===== src/rtl/dpit_pkg.sv =====
package dpit_pkg;
    localparam int DEF_CNT_W = 4;
    localparam logic [DEF_CNT_W-1:0] DEF_FIRE_MASK = 4'b1100;
    localparam int DEF_OUT_BIT = 3;

    typedef enum logic {
        ST_ARMED = 1'b0,
        ST_FIRED = 1'b1
    } oneshot_st_e;
endpackage


===== src/rtl/dpit_oneshot_chan.sv =====
module dpit_oneshot_chan
    import dpit_pkg::*;
#(
    parameter int CNT_W = DEF_CNT_W,
    parameter logic [CNT_W-1:0] FIRE_MASK = DEF_FIRE_MASK
) (
    input  logic clk,
    input  logic rst,
    input  logic tick,
    input  logic ack,
    output logic irq
);
    logic [CNT_W-1:0] cnt;
    logic [CNT_W-1:0] cnt_inc;
    oneshot_st_e      st;

    assign cnt_inc = cnt + 1'b1;

    always_ff @(posedge clk) begin
        if (rst || ack) begin
            cnt <= '0;
            st  <= ST_ARMED;
            irq <= 1'b0;
        end else if (tick && st == ST_ARMED) begin
            cnt <= cnt_inc;
            if ((cnt_inc & FIRE_MASK) == FIRE_MASK) begin
                st  <= ST_FIRED;
                irq <= 1'b1;
            end
        end
    end

    // idle cycles change nothing
    a_r1_idle_hold: assert property (@(posedge clk) disable iff (rst)
        (!tick && !ack) |=> ($stable(cnt) && $stable(irq)));
    // disarmed channel holds its count and keeps the request high
    a_r3_disarmed_hold: assert property (@(posedge clk) disable iff (rst)
        (st == ST_FIRED && !ack) |=> (irq && $stable(cnt)));
    // acknowledge drops the request and zeroes the count
    a_r4_ack_clears: assert property (@(posedge clk) disable iff (rst)
        ack |=> (!irq && cnt == '0 && st == ST_ARMED));
    // request is only raised when the pattern is matched
    a_r2_fire_on_pattern: assert property (@(posedge clk) disable iff (rst)
        $rose(irq) |-> ((cnt & FIRE_MASK) == FIRE_MASK));
endmodule


===== src/rtl/dpit_freerun_chan.sv =====
module dpit_freerun_chan
    import dpit_pkg::*;
#(
    parameter int CNT_W   = DEF_CNT_W,
    parameter int OUT_BIT = DEF_OUT_BIT
) (
    input  logic clk,
    input  logic rst,
    input  logic tick,
    input  logic ack,
    input  logic present,
    output logic irq
);
    logic [CNT_W-1:0] cnt;

    always_ff @(posedge clk) begin
        if (rst || !present || ack) begin
            cnt <= '0;
        end else if (tick) begin
            cnt <= cnt + 1'b1;
        end
    end

    assign irq = cnt[OUT_BIT];

    // absent processor parks the channel
    a_r9_absent_parked: assert property (@(posedge clk) disable iff (rst)
        !present |=> (cnt == '0 && !irq));
    // acknowledge restarts the period
    a_r6_ack_restart: assert property (@(posedge clk) disable iff (rst)
        ack |=> (cnt == '0 && !irq));
    // full count wraps to zero on the next tick
    a_r5_wrap: assert property (@(posedge clk) disable iff (rst)
        (present && tick && !ack && cnt == '1) |=> (cnt == '0));
    // no tick, no movement
    a_r1_b_idle: assert property (@(posedge clk) disable iff (rst)
        (present && !tick && !ack) |=> $stable(cnt));
endmodule


===== src/rtl/dual_irq_timer.sv =====
module dual_irq_timer
    import dpit_pkg::*;
#(
    parameter int CNT_W = DEF_CNT_W,
    parameter logic [CNT_W-1:0] FIRE_MASK = DEF_FIRE_MASK,
    parameter int OUT_BIT = DEF_OUT_BIT
) (
    input  logic clk,
    input  logic rst,
    input  logic tick,
    input  logic ack_a,
    input  logic ack_b,
    input  logic b_present,
    output logic irq_a,
    output logic irq_b
);
    dpit_oneshot_chan #(
        .CNT_W(CNT_W),
        .FIRE_MASK(FIRE_MASK)
    ) u_chan_a (
        .clk(clk),
        .rst(rst),
        .tick(tick),
        .ack(ack_a),
        .irq(irq_a)
    );

    dpit_freerun_chan #(
        .CNT_W(CNT_W),
        .OUT_BIT(OUT_BIT)
    ) u_chan_b (
        .clk(clk),
        .rst(rst),
        .tick(tick),
        .ack(ack_b),
        .present(b_present),
        .irq(irq_b)
    );

    // reset leaves both requests low
    a_r7_reset_quiet: assert property (@(posedge clk)
        rst |=> (!irq_a && !irq_b));
endmodule


===== config.mk =====
export PLATFORM = sky130hd
export DESIGN_NAME = dual_irq_timer
export DESIGN_NICKNAME = d
export VERILOG_FILES = /design/src/rtl/dpit_pkg.sv /design/src/rtl/dpit_oneshot_chan.sv /design/src/rtl/dpit_freerun_chan.sv /design/src/rtl/dual_irq_timer.sv
export SDC_FILE = /design/constraint.sdc
export NUM_CORES = 1
export LEC_CHECK = 0
export BUFFER_PORTS_ARGS = -buffer_cell sky130_fd_sc_hd__buf_2
export CORE_AREA = 2 2 39 41
export DETAILED_ROUTE_END_ITERATION = 6
export DIE_AREA = 0 0 41 43
export PLACE_DENSITY_LB_ADDON = 0.12
export SYNTH_ARGS = -nofsm -noshare
export SYNTH_HDL_FRONTEND = slang
export SYNTH_SLANG_ARGS = --single-unit

===== constraint.sdc =====
create_clock -name clk -period 1.41 [get_ports clk]
set_input_delay 0.423 -clock clk [delete_from_list [all_inputs] [get_ports clk]]
set_output_delay 0.423 -clock clk [all_outputs]
set_load 0.01 [all_outputs]

**Word-level counts from Yosys, hierarchy flattened**

Index checks and enable logic that the tools add are counted.

- Bits in registers: 9
- Bits in latches: 0
- Bits in writable memories: 0
- Bits in read-only memories: 0
- Input bits: 6
- Output and inout bits: 2
- Word-level logic and storage cells: 13
- Memories kept: 0

- Add/subtract/negate cells: 2
- $mul: 0
- Div/mod/pow operators: 0
- Order comparisons: 0
- Equal/unequal tests: 1
- Shift operators: 0
- Mux-type cells: 0
- Bitwise operators: 1
- Reductions and logical operators: 6

Operator list:

| cell | count |
|---|---|
| $add A4 B1 Y4 const B | 2 |
| $logic_or A1 B1 Y1 | 3 |
| $eq A2 B2 Y1 const B | 1 |
| $reduce_and A2 Y1 | 1 |
| $logic_and A1 B1 Y1 | 1 |
| $logic_not A1 Y1 | 1 |
| $not A1 Y1 | 1 |

**Logic depth before layout (Yosys ltp)**

Gate-level depths: netlist of the first run.

- Word-level depth: 3
- Gate-level depth with buffers: 5
- Gate-level depth less buffers: 5

**By module**

A second synthesis of the first run with hierarchy kept.

- Cells, all modules: 44
- Area total of the unflattened synthesis: 446.7 um^2

By module, submodules not included:

| module | times used | cells each | area each (um^2) | sequential area each (um^2) |
|---|---|---|---|---|
| dpit_oneshot_chan | 1 | 27 | 255.2 | 100.1 |
| dpit_freerun_chan | 1 | 17 | 191.4 | 80.1 |

**Worst setup path after synthesis of the first run**

No wires, ideal clock.

- Path type: register to register
- Start point: register u_chan_a.cnt[0]
- End point: register u_chan_a.irq
- Library setup time: 0.122 ns
- Arrival time: 1.160 ns
- Required time: 1.288 ns
- Setup slack: 0.128 ns
- Stages on the path, launching flop included: 6
- Cell sequence: dfxtp_1 -> ha_1 -> a21oi_1 -> mux2_4 -> a311oi_1 -> nor3_1

- Cells in the longest elaborated chain, start to end: 3

RTL lines:

| element | RTL line | RTL |
|---|---|---|
| start, declared | dpit_oneshot_chan.sv:13 | `logic [CNT_W-1:0] cnt;` |
| start signal, assigned | dpit_oneshot_chan.sv:25 | `cnt <= cnt_inc;` |
| $add A4 B1 Y4 | dpit_oneshot_chan.sv:17 | `assign cnt_inc = cnt + 1'b1;` |
| $eq A2 B2 Y1 | dpit_oneshot_chan.sv:26 | `if ((cnt_inc & FIRE_MASK) == FIRE_MASK) begin` |
| $reduce_and A2 Y1 (no line) | n/a |  |
| end signal, assigned | dpit_oneshot_chan.sv:23 | `irq <= 1'b0;` |
| end signal, assigned | dpit_oneshot_chan.sv:28 | `irq <= 1'b1;` |
| end, declared | dpit_oneshot_chan.sv:11 | `output logic irq` |

No other way between the ends.
A chain may end at the register's enable or synchronous reset.

**Final worst setup path of the first run**

Same ends and word-level chain as after synthesis.

==> results.ini, run 1 <==
[run_status]
status=finished clean

[cells_and_area]
stdcell_area_um2=490
final_core_util_pct=35.4
fillers=147
diodes=0
nets=60
multi_input_area_um2=220
drive_above_1_share_pct=29.4
regArea_um2=181
syn2layout_area_growth_pct=21.0

[placed_design]
gp_congestion=0.694
dpl_cell_area_um2=460
io_buffers=7
hpwl_um=532

[floorplan]
rows=14
start_util_pct=29.3
ios=8
dieArea_um2=1760
core_um2=1380
die_h_um=43
die_w_um=41

[synthesis]
syn_area_per_cell_um2=10.1
ys_top_cells_by_area=dfxtp_1, xor2_1, ha_1
synth_most_common_cell=dfxtp_1
yosys.area.top_type_share_pct=44.4
synth_edf_count=0
mappedNetlistArea_um2=405
ys.warnings.count=0
synthesis.nets=48
synth_common_cells=dfxtp_1, nor3_1, nor2_1, xor2_1
synthFlopType=dfxtp_1
ys_async_sr_fraction_pct=0
syn_inst=40
synth-seq-cells=9
synth-seq-area-share_pct=44.4
ys_types=18
yosysTopAreaCell=dfxtp_1

[pwr]
peakVddDrop_mv=0.378
p_per_area_nw_per_um2=990
p_total_mw=0.485
leakage_nw=0.195

[timing]
timing.final.hold_violations=0
tightestPinTransition_ns=0.246
setup_violations=0
rsz0062_at_grt=false
setup-tns-final_ns=0
slew_violations=0
max-slew-margin-rel_pct=83.4
max_freq_ghz=0.765
fin_crit_sh_pct=92.7
fin_skew_ns=0.000811
min_period_ns=1.31

[clock_tree]
cts_hold_buf=0
cts_num_sinks=9
numCtsBuffers=3
clk_pin_slew_ns=0.06
cts_buffer_depth=2
worstSkewPairLatency_ns=0.25
clock-root-buffer=clkbuf_4
cts_tree=built
htreeDepth=1

[detailed_routing]
via_count=309
avgViaCountPerCell=4.61
ant_nets=0
first_iter_violations=5
drt_wl_total_um=694
firstDrtPassIters=2
drc=0
routedWlPerCell_um=10.4

[hold_path]
min_path_type=in -> reg
hold_depth=2

[grt]
grt_max_degree=8
grt_pass1_vias=289
grt.overflow.total=0
track_usage_pct=10.3
grt_pass1_wl_um=1170
antenna_found_initial=0

[run]
cap_viol_max_count=0

[setup_path]
path_class=reg -> reg
required_ns=1.55
reg2reg_depth=5
crit_path_start_kind=flop
critPathArrivalTime_ns=1.45
cp_max_fo=4
end_kind=flop

-- what timing repair did --
item / 4_1_cts / 5_1_grt
gates resized for setup: 0 / 2
buffers inserted: 0 / 0
endpoints found under the setup margin: 0 / 1
-- worst paths after layout --
path	startpoint	end	slack [ns]
worst min-delay path	ack_a	u_chan_a.cnt[1]	0.39
worst min register to register	u_chan_b.cnt[3]	u_chan_b.cnt[3]	0.51
worst max-delay path	u_chan_a.cnt[0]	u_chan_a.irq	0.10
worst max register to register	u_chan_a.cnt[0]	u_chan_a.irq	0.10
-- flip-flops by register name (all words and copies together) (netlist names) --
register      cells
u_chan_a.cnt      4
u_chan_a.irq      1
u_chan_b.cnt      4
-- routing by layer --
layer | routed length [um] | GRT usage [%] | vias to the layer above
li1 | - | - | 162
met1 | 346 | 13.0 | 141
met5 | 0 | 0 | -
met4 | 0 | 10.0 | 0
met3 | 31 | 3.14 | 0
met2 | 316 | 12.8 | 6
-- cells in the final DEF (no fill, tap or decap) --
| cell | n |
|---|---|
| dfxtp_1 | 8 |
| nor2_1 | 4 |
| or3b_1 | 1 |
| nor4b_1 | 1 |
| and2b_2 | 1 |
| xnor2_1 | 2 |
| nand2_1 | 2 |
| ha_2 | 1 |
| a21oi_1 | 1 |
| buf_4 | 1 |
| nor3_1 | 5 |
| clkbuf_1 | 1 |
| mux2_4 | 1 |
| clkbuf_4 | 3 |
| nand3_1 | 1 |
| nand4_1 | 1 |
| ha_1 | 1 |
| xor2_1 | 4 |
| buf_2 | 7 |
| mux2i_1 | 2 |
| nand2b_1 | 1 |
| a311oi_1 | 1 |
| dfxtp_2 | 1 |
-- cell families after synthesis --
kind of cell,after synthesis,synth area share (%)
flip-flops,9,44.4
multiplexers,3,8.64
AND/OR/NAND/NOR,17,22.5
AO/OA/AOI/OAI,2,3.39
XOR/XNOR,6,13.0
adder cells (fa/ha/maj),2,6.17
buffers and inverters,1,1.85
-- power breakdown --
group          switching [mW]  internal [mW]  total [mW]
clock network          0.0841          0.109       0.193
registers             0.00256          0.257       0.260
logic                  0.0164         0.0162      0.0326
total                   0.103          0.382       0.485
-- through the flow --
step	hold slack (ns)	worst slack, ns	std cells
finish	0.390	0.103	67
global route	0.399	0.0280	67
CTS	0.381	0.0537	67
detailed placement	0.503	0.0695	63
global placement	0.490	0.114	63
floorplan	0.479	0.128	40
-- area by class of cell --
class	instances	area share (%)
clock buffers	4	5.36
multi-input cells	30	44.9
flip-flops and latches	9	37.0
well taps	16	4.08
repair buffers	8	8.67
-- critical path, stage by stage, from the launching register on --
cell	delay, ns
dfxtp_1	0.34
ha_2	0.21
a21oi_1	0.05
mux2_4	0.25
a311oi_1	0.27
nor3_1	0.07
Note: power is estimated with default switching activity, not from simulation.
==> inputs of run 2 (changes only) <==
==> constraint.sdc (replaced) <==
create_clock -name clk -period 1.2 [get_ports clk]
set_input_delay 0.36 -clock clk [delete_from_list [all_inputs] [get_ports clk]]
set_output_delay 0.36 -clock clk [all_outputs]
set_load 0.01 [all_outputs]
==> results.ini, run 2 (synthesized netlist as in run 1, its figures left out) <==
[detailed_routing]
drc=0  ; unchanged
routedWlPerCell_um=11.4  ; was 10.4 um
ant_nets=0  ; unchanged
firstDrtPassIters=1  ; was 2
drt_wl_total_um=777  ; was 694 um
first_iter_violations=0  ; was 5
avgViaCountPerCell=4.72  ; was 4.61
via_count=321  ; was 309

[setup_path]
critPathArrivalTime_ns=1.40  ; was 1.45 ns
crit_path_start_kind=flop  ; unchanged
end_kind=flop  ; unchanged
cp-endpoint=u_chan_a.irq  ; unchanged
r2r_start=u_chan_a.cnt[0]  ; unchanged
rrSetupSlack_ns=-0.05  ; was 0.10 ns
path_class=reg -> reg  ; unchanged
required_ns=1.35  ; was 1.55 ns
reg2reg_depth=5  ; unchanged
cp_max_fo=4  ; unchanged
worstReg2RegEnd=u_chan_a.irq  ; unchanged
crit_start=u_chan_a.cnt[0]  ; unchanged

[clock_tree]
cts_num_sinks=9  ; unchanged
worstSkewPairLatency_ns=0.26  ; was 0.25 ns
cts_tree=built  ; unchanged
clock-root-buffer=clkbuf_4  ; unchanged
cts_hold_buf=0  ; unchanged
cts_buffer_depth=2  ; unchanged
numCtsBuffers=3  ; unchanged
htreeDepth=1  ; unchanged
clk_pin_slew_ns=0.06  ; about the same
post_cts_buffers=0  ; unchanged

[run_status]
status=finished, violations left  ; was finished clean
failed_checks=setup timing

[pwr]
p_sw_share_pct=21.9  ; was 21.2%
p_int_mw=0.449  ; was 0.382 mW
p_clk_share_pct=40.0  ; was 39.7%
netSwitchingPower_mw=0.126  ; was 0.103 mW
p_per_area_nw_per_um2=1080  ; was 990 nW/um^2
peakVddDrop_mv=0.581  ; was 0.378 mV
leakage_nw=0.205  ; was 0.195 nW
power_frac_comb_pct=6.9  ; was 6.7%
seqPwrFrac_pct=53.1  ; was 53.6%

[placed_design]
dp.cells=64  ; was 63
gp_congestion=0.624  ; was 0.694
pre_cts_slack_ns=-0.103  ; was 0.0695 ns
io_buffers=7  ; unchanged
dpl_cell_area_um2=483  ; was 460 um^2
hpwl_um=590  ; was 532 um

[floorplan]
die_h_um=43  ; unchanged
start_util_pct=29.3  ; unchanged
rows=14  ; unchanged
dieArea_um2=1760  ; unchanged
ios=8  ; unchanged
die_w_um=41  ; unchanged
core_um2=1380  ; unchanged

[timing]
max-slew-margin-rel_pct=83.4  ; about the same
fin_skew_ns=0.00170  ; was 0.000811 ns
setup_violations=1  ; was 0
setup_slack_ns=-0.0544  ; was 0.103 ns
tightestPinTransition_ns=0.248  ; was 0.246 ns
max_freq_ghz=0.797  ; was 0.765 GHz
setup-tns-final_ns=-0.0544  ; was 0 ns
whs_ns=0.327  ; was 0.390 ns
timing.final.hold_violations=0  ; unchanged
slew_violations=0  ; unchanged
fin_crit_sh_pct=105  ; was 92.7%
min_period_ns=1.25  ; was 1.31 ns
rsz0062_at_grt=true  ; was false

[cells_and_area]
nets=61  ; was 60
diodes=0  ; unchanged
fillers=139  ; was 147
reg.largest.list=u_chan_a.cnt (4), u_chan_b.cnt (4), u_chan_a.irq (1)  ; unchanged
final_cells=68  ; was 67
syn2layout_area_growth_pct=30.9  ; was 21.0%
stdcell_area_um2=531  ; was 490 um^2
drive_above_1_share_pct=38.5  ; was 29.4%
final_cell_mix=buf_2, dfxtp_1, nor3_1  ; was dfxtp_1, buf_2, nor3_1

[grt]
track_usage_pct=11.5  ; was 10.3%
antenna_found_initial=0  ; unchanged
grt_pass1_wl_um=1300  ; was 1170 um
grt_max_degree=7  ; was 8
grt.overflow.total=0  ; unchanged
grt_pass1_vias=313  ; was 289

[hold_path]
min_path_type=in -> reg  ; unchanged

[run]
cap_viol_max_count=0  ; unchanged

run 2: power groups by stage:
stage | clock network, mW | logic (mW) | registers (mW)
final | 0.230 | 0.0396 | 0.305
after global routing | 0.259 | 0.0444 | 0.305
after CTS | 0.244 | 0.0392 | 0.306
after detailed placement | 0 | 0.0390 | 0.314
after global placement | 0 | 0.0373 | 0.314
after floorplan | 0 | 0.0223 | 0.314
run 2: metal layers:
layer,global-route usage (%),share of wire (%),routed length [um],vias to the layer above
met5,0,0,0,-
met4,10.0,0.77,6,0
met3,3.14,5.7,44,2
met2,15.9,52,401,6
met1,13.8,42,324,148
li1,-,-,-,165
run 2: timing repair:
action / 4_1_cts / 5_1_grt
gates cloned: 0 / 0
endpoints found under the hold margin: 0 / 0
endpoints found under the setup margin: 1 / 1
resized for setup: 2 / 3
run 2: cell type report:
class / count / area, um^2 / share of cell area [%]
well taps: 16 / 20.0 / 3.77
multi-input cells: 30 / 246 / 46.5
repair buffers: 9 / 50.0 / 9.43
clock buffers: 4 / 26.3 / 4.95
flip-flops and latches: 9 / 188 / 35.4
run 2: worst min-delay path by stage:
stage / from / end / cells after the start
2_1_floorplan: rst / u_chan_a.cnt[0] / 1
3_3_place_gp: u_chan_b.cnt[3] / u_chan_b.cnt[3] / 2
3_5_place_dp: u_chan_b.cnt[3] / u_chan_b.cnt[3] / 2
4_1_cts: ack_a / u_chan_a.cnt[0] / 2
5_1_grt: ack_a / u_chan_a.cnt[0] / 2
6_report: ack_a / u_chan_a.cnt[0] / 2
run 2: metrics by stage:
step                      power, mW  utilization, %
final                         0.574            38.3
after global routing          0.608            38.3
after CTS                     0.589            37.4
after detailed placement      0.353            34.9
after global placement        0.351            34.9
after floorplan               0.336               -
run 2: critical path, stage by stage, from the launching register on:
cell and delay, ns:
dfxtp_4 0.38, ha_4 0.16, a21oi_2 0.04, mux2_4 0.25
a311oi_2 0.26, nor3_1 0.06
==> inputs of run 3 (changes only) <==
--- a/config.mk
+++ b/config.mk
@@ -5,11 +5,12 @@
 export SDC_FILE = /design/constraint.sdc
 export NUM_CORES = 1
 export LEC_CHECK = 0
-export BUFFER_PORTS_ARGS = -buffer_cell sky130_fd_sc_hd__buf_2
 export CORE_AREA = 2 2 39 41
 export DETAILED_ROUTE_END_ITERATION = 6
 export DIE_AREA = 0 0 41 43
+export DONT_BUFFER_PORTS = 1
 export PLACE_DENSITY_LB_ADDON = 0.12
+export RECOVER_POWER = 25
 export SYNTH_ARGS = -nofsm -noshare
 export SYNTH_HDL_FRONTEND = slang
 export SYNTH_SLANG_ARGS = --single-unit
==> results.ini, run 3 (synthesized netlist as in run 1, its figures left out) <==
[detailed_routing]
first_iter_violations=9  ; was 0
firstDrtPassIters=3  ; was 1
via_count=310  ; was 321
ant_nets=0  ; unchanged
drt_wl_total_um=743  ; was 777 um
routedWlPerCell_um=11.8  ; was 11.4 um
drc=0  ; unchanged
avgViaCountPerCell=4.92  ; was 4.72

[placed_design]
gp_congestion=0.616  ; was 0.624
dp.cells=57  ; was 64
io_buffers=0  ; was 7
dpl_cell_area_um2=448  ; was 483 um^2
hpwl_um=532  ; was 590 um

[clock_tree]
clock-root-buffer=clkbuf_4  ; unchanged
worstSkewPairLatency_ns=0.25  ; was 0.26 ns
cts_tree=built  ; unchanged
htreeDepth=1  ; unchanged
cts_num_sinks=9  ; unchanged
numCtsBuffers=3  ; unchanged
cts_buffer_depth=2  ; unchanged
clk_pin_slew_ns=0.06  ; about the same

[timing]
min_period_ns=1.26  ; was 1.25 ns
timing.final.hold_violations=0  ; unchanged
max_freq_ghz=0.793  ; was 0.797 GHz
tightestPinTransition_ns=0.220  ; was 0.248 ns
max-slew-margin-rel_pct=85.3  ; was 83.4%
rsz0062_at_grt=true  ; unchanged
fin_skew_ns=0.00409  ; was 0.00170 ns
setup-tns-final_ns=-0.0615  ; was -0.0544 ns
slew_violations=0  ; unchanged
setup_slack_ns=-0.0615  ; was -0.0544 ns
setup_violations=1  ; unchanged
fin_crit_sh_pct=105  ; about the same

[run_status]
failed_checks=setup timing  ; unchanged
status=finished, violations left  ; unchanged

[cells_and_area]
fillers=139  ; unchanged
syn2layout_area_growth_pct=30.6  ; was 30.9%
final_cells=63  ; was 68
final_cell_mix=dfxtp_1, nor2_1, xor2_1, nor3_1, buf_4  ; was buf_2, dfxtp_1, nor3_1
nets=56  ; was 61
diodes=0  ; unchanged
stdcell_area_um2=529  ; was 531 um^2
drive_above_1_share_pct=36.2  ; was 38.5%
final_common_cell=dfxtp_1
reg.largest.list=u_chan_a.cnt (4), u_chan_b.cnt (4), u_chan_a.irq (1)  ; unchanged

[grt]
track_usage_pct=12.3  ; was 11.5%
grt.overflow.total=0  ; unchanged
antenna_found_initial=0  ; unchanged
grt_pass1_vias=307  ; was 313
grt_pass1_wl_um=1400  ; was 1300 um
grt_max_degree=8  ; was 7

[floorplan]
start_util_pct=29.3  ; unchanged
rows=14  ; unchanged
core_um2=1380  ; unchanged
ios=8  ; unchanged
dieArea_um2=1760  ; unchanged
die_w_um=41  ; unchanged
die_h_um=43  ; unchanged

[hold_path]
min_path_type=in -> reg  ; unchanged

[setup_path]
rrSetupSlack_ns=-0.06  ; was -0.05 ns
critPathSlowestCell=dfxtp_4  ; unchanged
cp_cell_sequence=ha_4, a21oi_2, mux2_4, a311oi_2, nor3_2  ; was ha_4, a21oi_2, mux2_4, a311oi_2, nor3_1
crit_path_start_kind=flop  ; unchanged
path_delay_family=flip-flops  ; unchanged
slowest_delay_ns=0.37  ; was 0.38 ns
critPathArrivalTime_ns=1.41  ; was 1.40 ns
end_kind=flop  ; unchanged
path_class=reg -> reg  ; unchanged
required_ns=1.35  ; about the same
crit_buf_inv=0  ; unchanged
cp_max_fo=4  ; unchanged

[pwr]
leakage_nw=0.191  ; was 0.205 nW
peakVddDrop_mv=0.572  ; was 0.581 mV
p_per_area_nw_per_um2=1060  ; was 1080 nW/um^2
p_total_mw=0.559  ; was 0.574 mW

[run]
cap_viol_max_count=0  ; unchanged

## run 3: cell count changes in the layout (fill, tap and decap cells not counted), sizes merged
cell | previous run | this run
buf | 9 | 4
## run 3: what timing repair did
action | 4_1_cts | 5_1_grt
hold buffers | 0 | 0
setup endpoints to repair | 1 | 2
resized for setup | 5 | 3
pin swaps | 2 | 3
buffers inserted | 2 | 0
## run 3: worst reg2reg max path: stages, from the launching register on
cell and delay (ns):
dfxtp_4 0.37, ha_4 0.15, a21oi_2 0.04, mux2_4 0.25, a311oi_2 0.28, nor3_2 0.06
## run 3: per-layer routing
layer	GRT usage (%)	share of wire, %
met5	0	0
met4	6.00	0
met3	8.38	6.5
met2	14.4	46
met1	16.5	48
## run 3: final cells by class
type	count	area, um^2	share of cell area [%]
multi-input combinational	30	265	50.1
sequential	9	188	35.5
timing repair buffer	4	30.0	5.67
clock buffer	4	26.3	4.96
tap	16	20.0	3.78
## run 3: final timing paths
| path | end | start | cells after the start |
|---|---|---|---|
| min reg2reg | u_chan_b.cnt[2] | u_chan_b.cnt[2] | 2 |
| max | u_chan_a.irq | u_chan_a.cnt[0] | 5 |
| max reg2reg | u_chan_a.irq | u_chan_a.cnt[0] | 5 |
| min | u_chan_a.cnt[1] | rst | 1 |
## run 3: power breakdown
group	switching (mW)	leakage, nW	internal, mW
registers	0.00436	0.0742	0.300
clock network	0.101	0.0150	0.128
logic	0.0103	0.101	0.0160
total	0.115	0.191	0.444
## run 3: per-stage QoR
stage | utilization, % | hold slack, ns | setup slack [ns]
after CTS | 37.3 | 0.156 | -0.0433
after global routing | 38.2 | 0.139 | -0.115
final | 38.2 | 0.168 | -0.0615
after global placement | 32.4 | 0.433 | -0.0169
after detailed placement | 32.4 | 0.434 | -0.0651
after floorplan | - | 0.429 | 0.0111
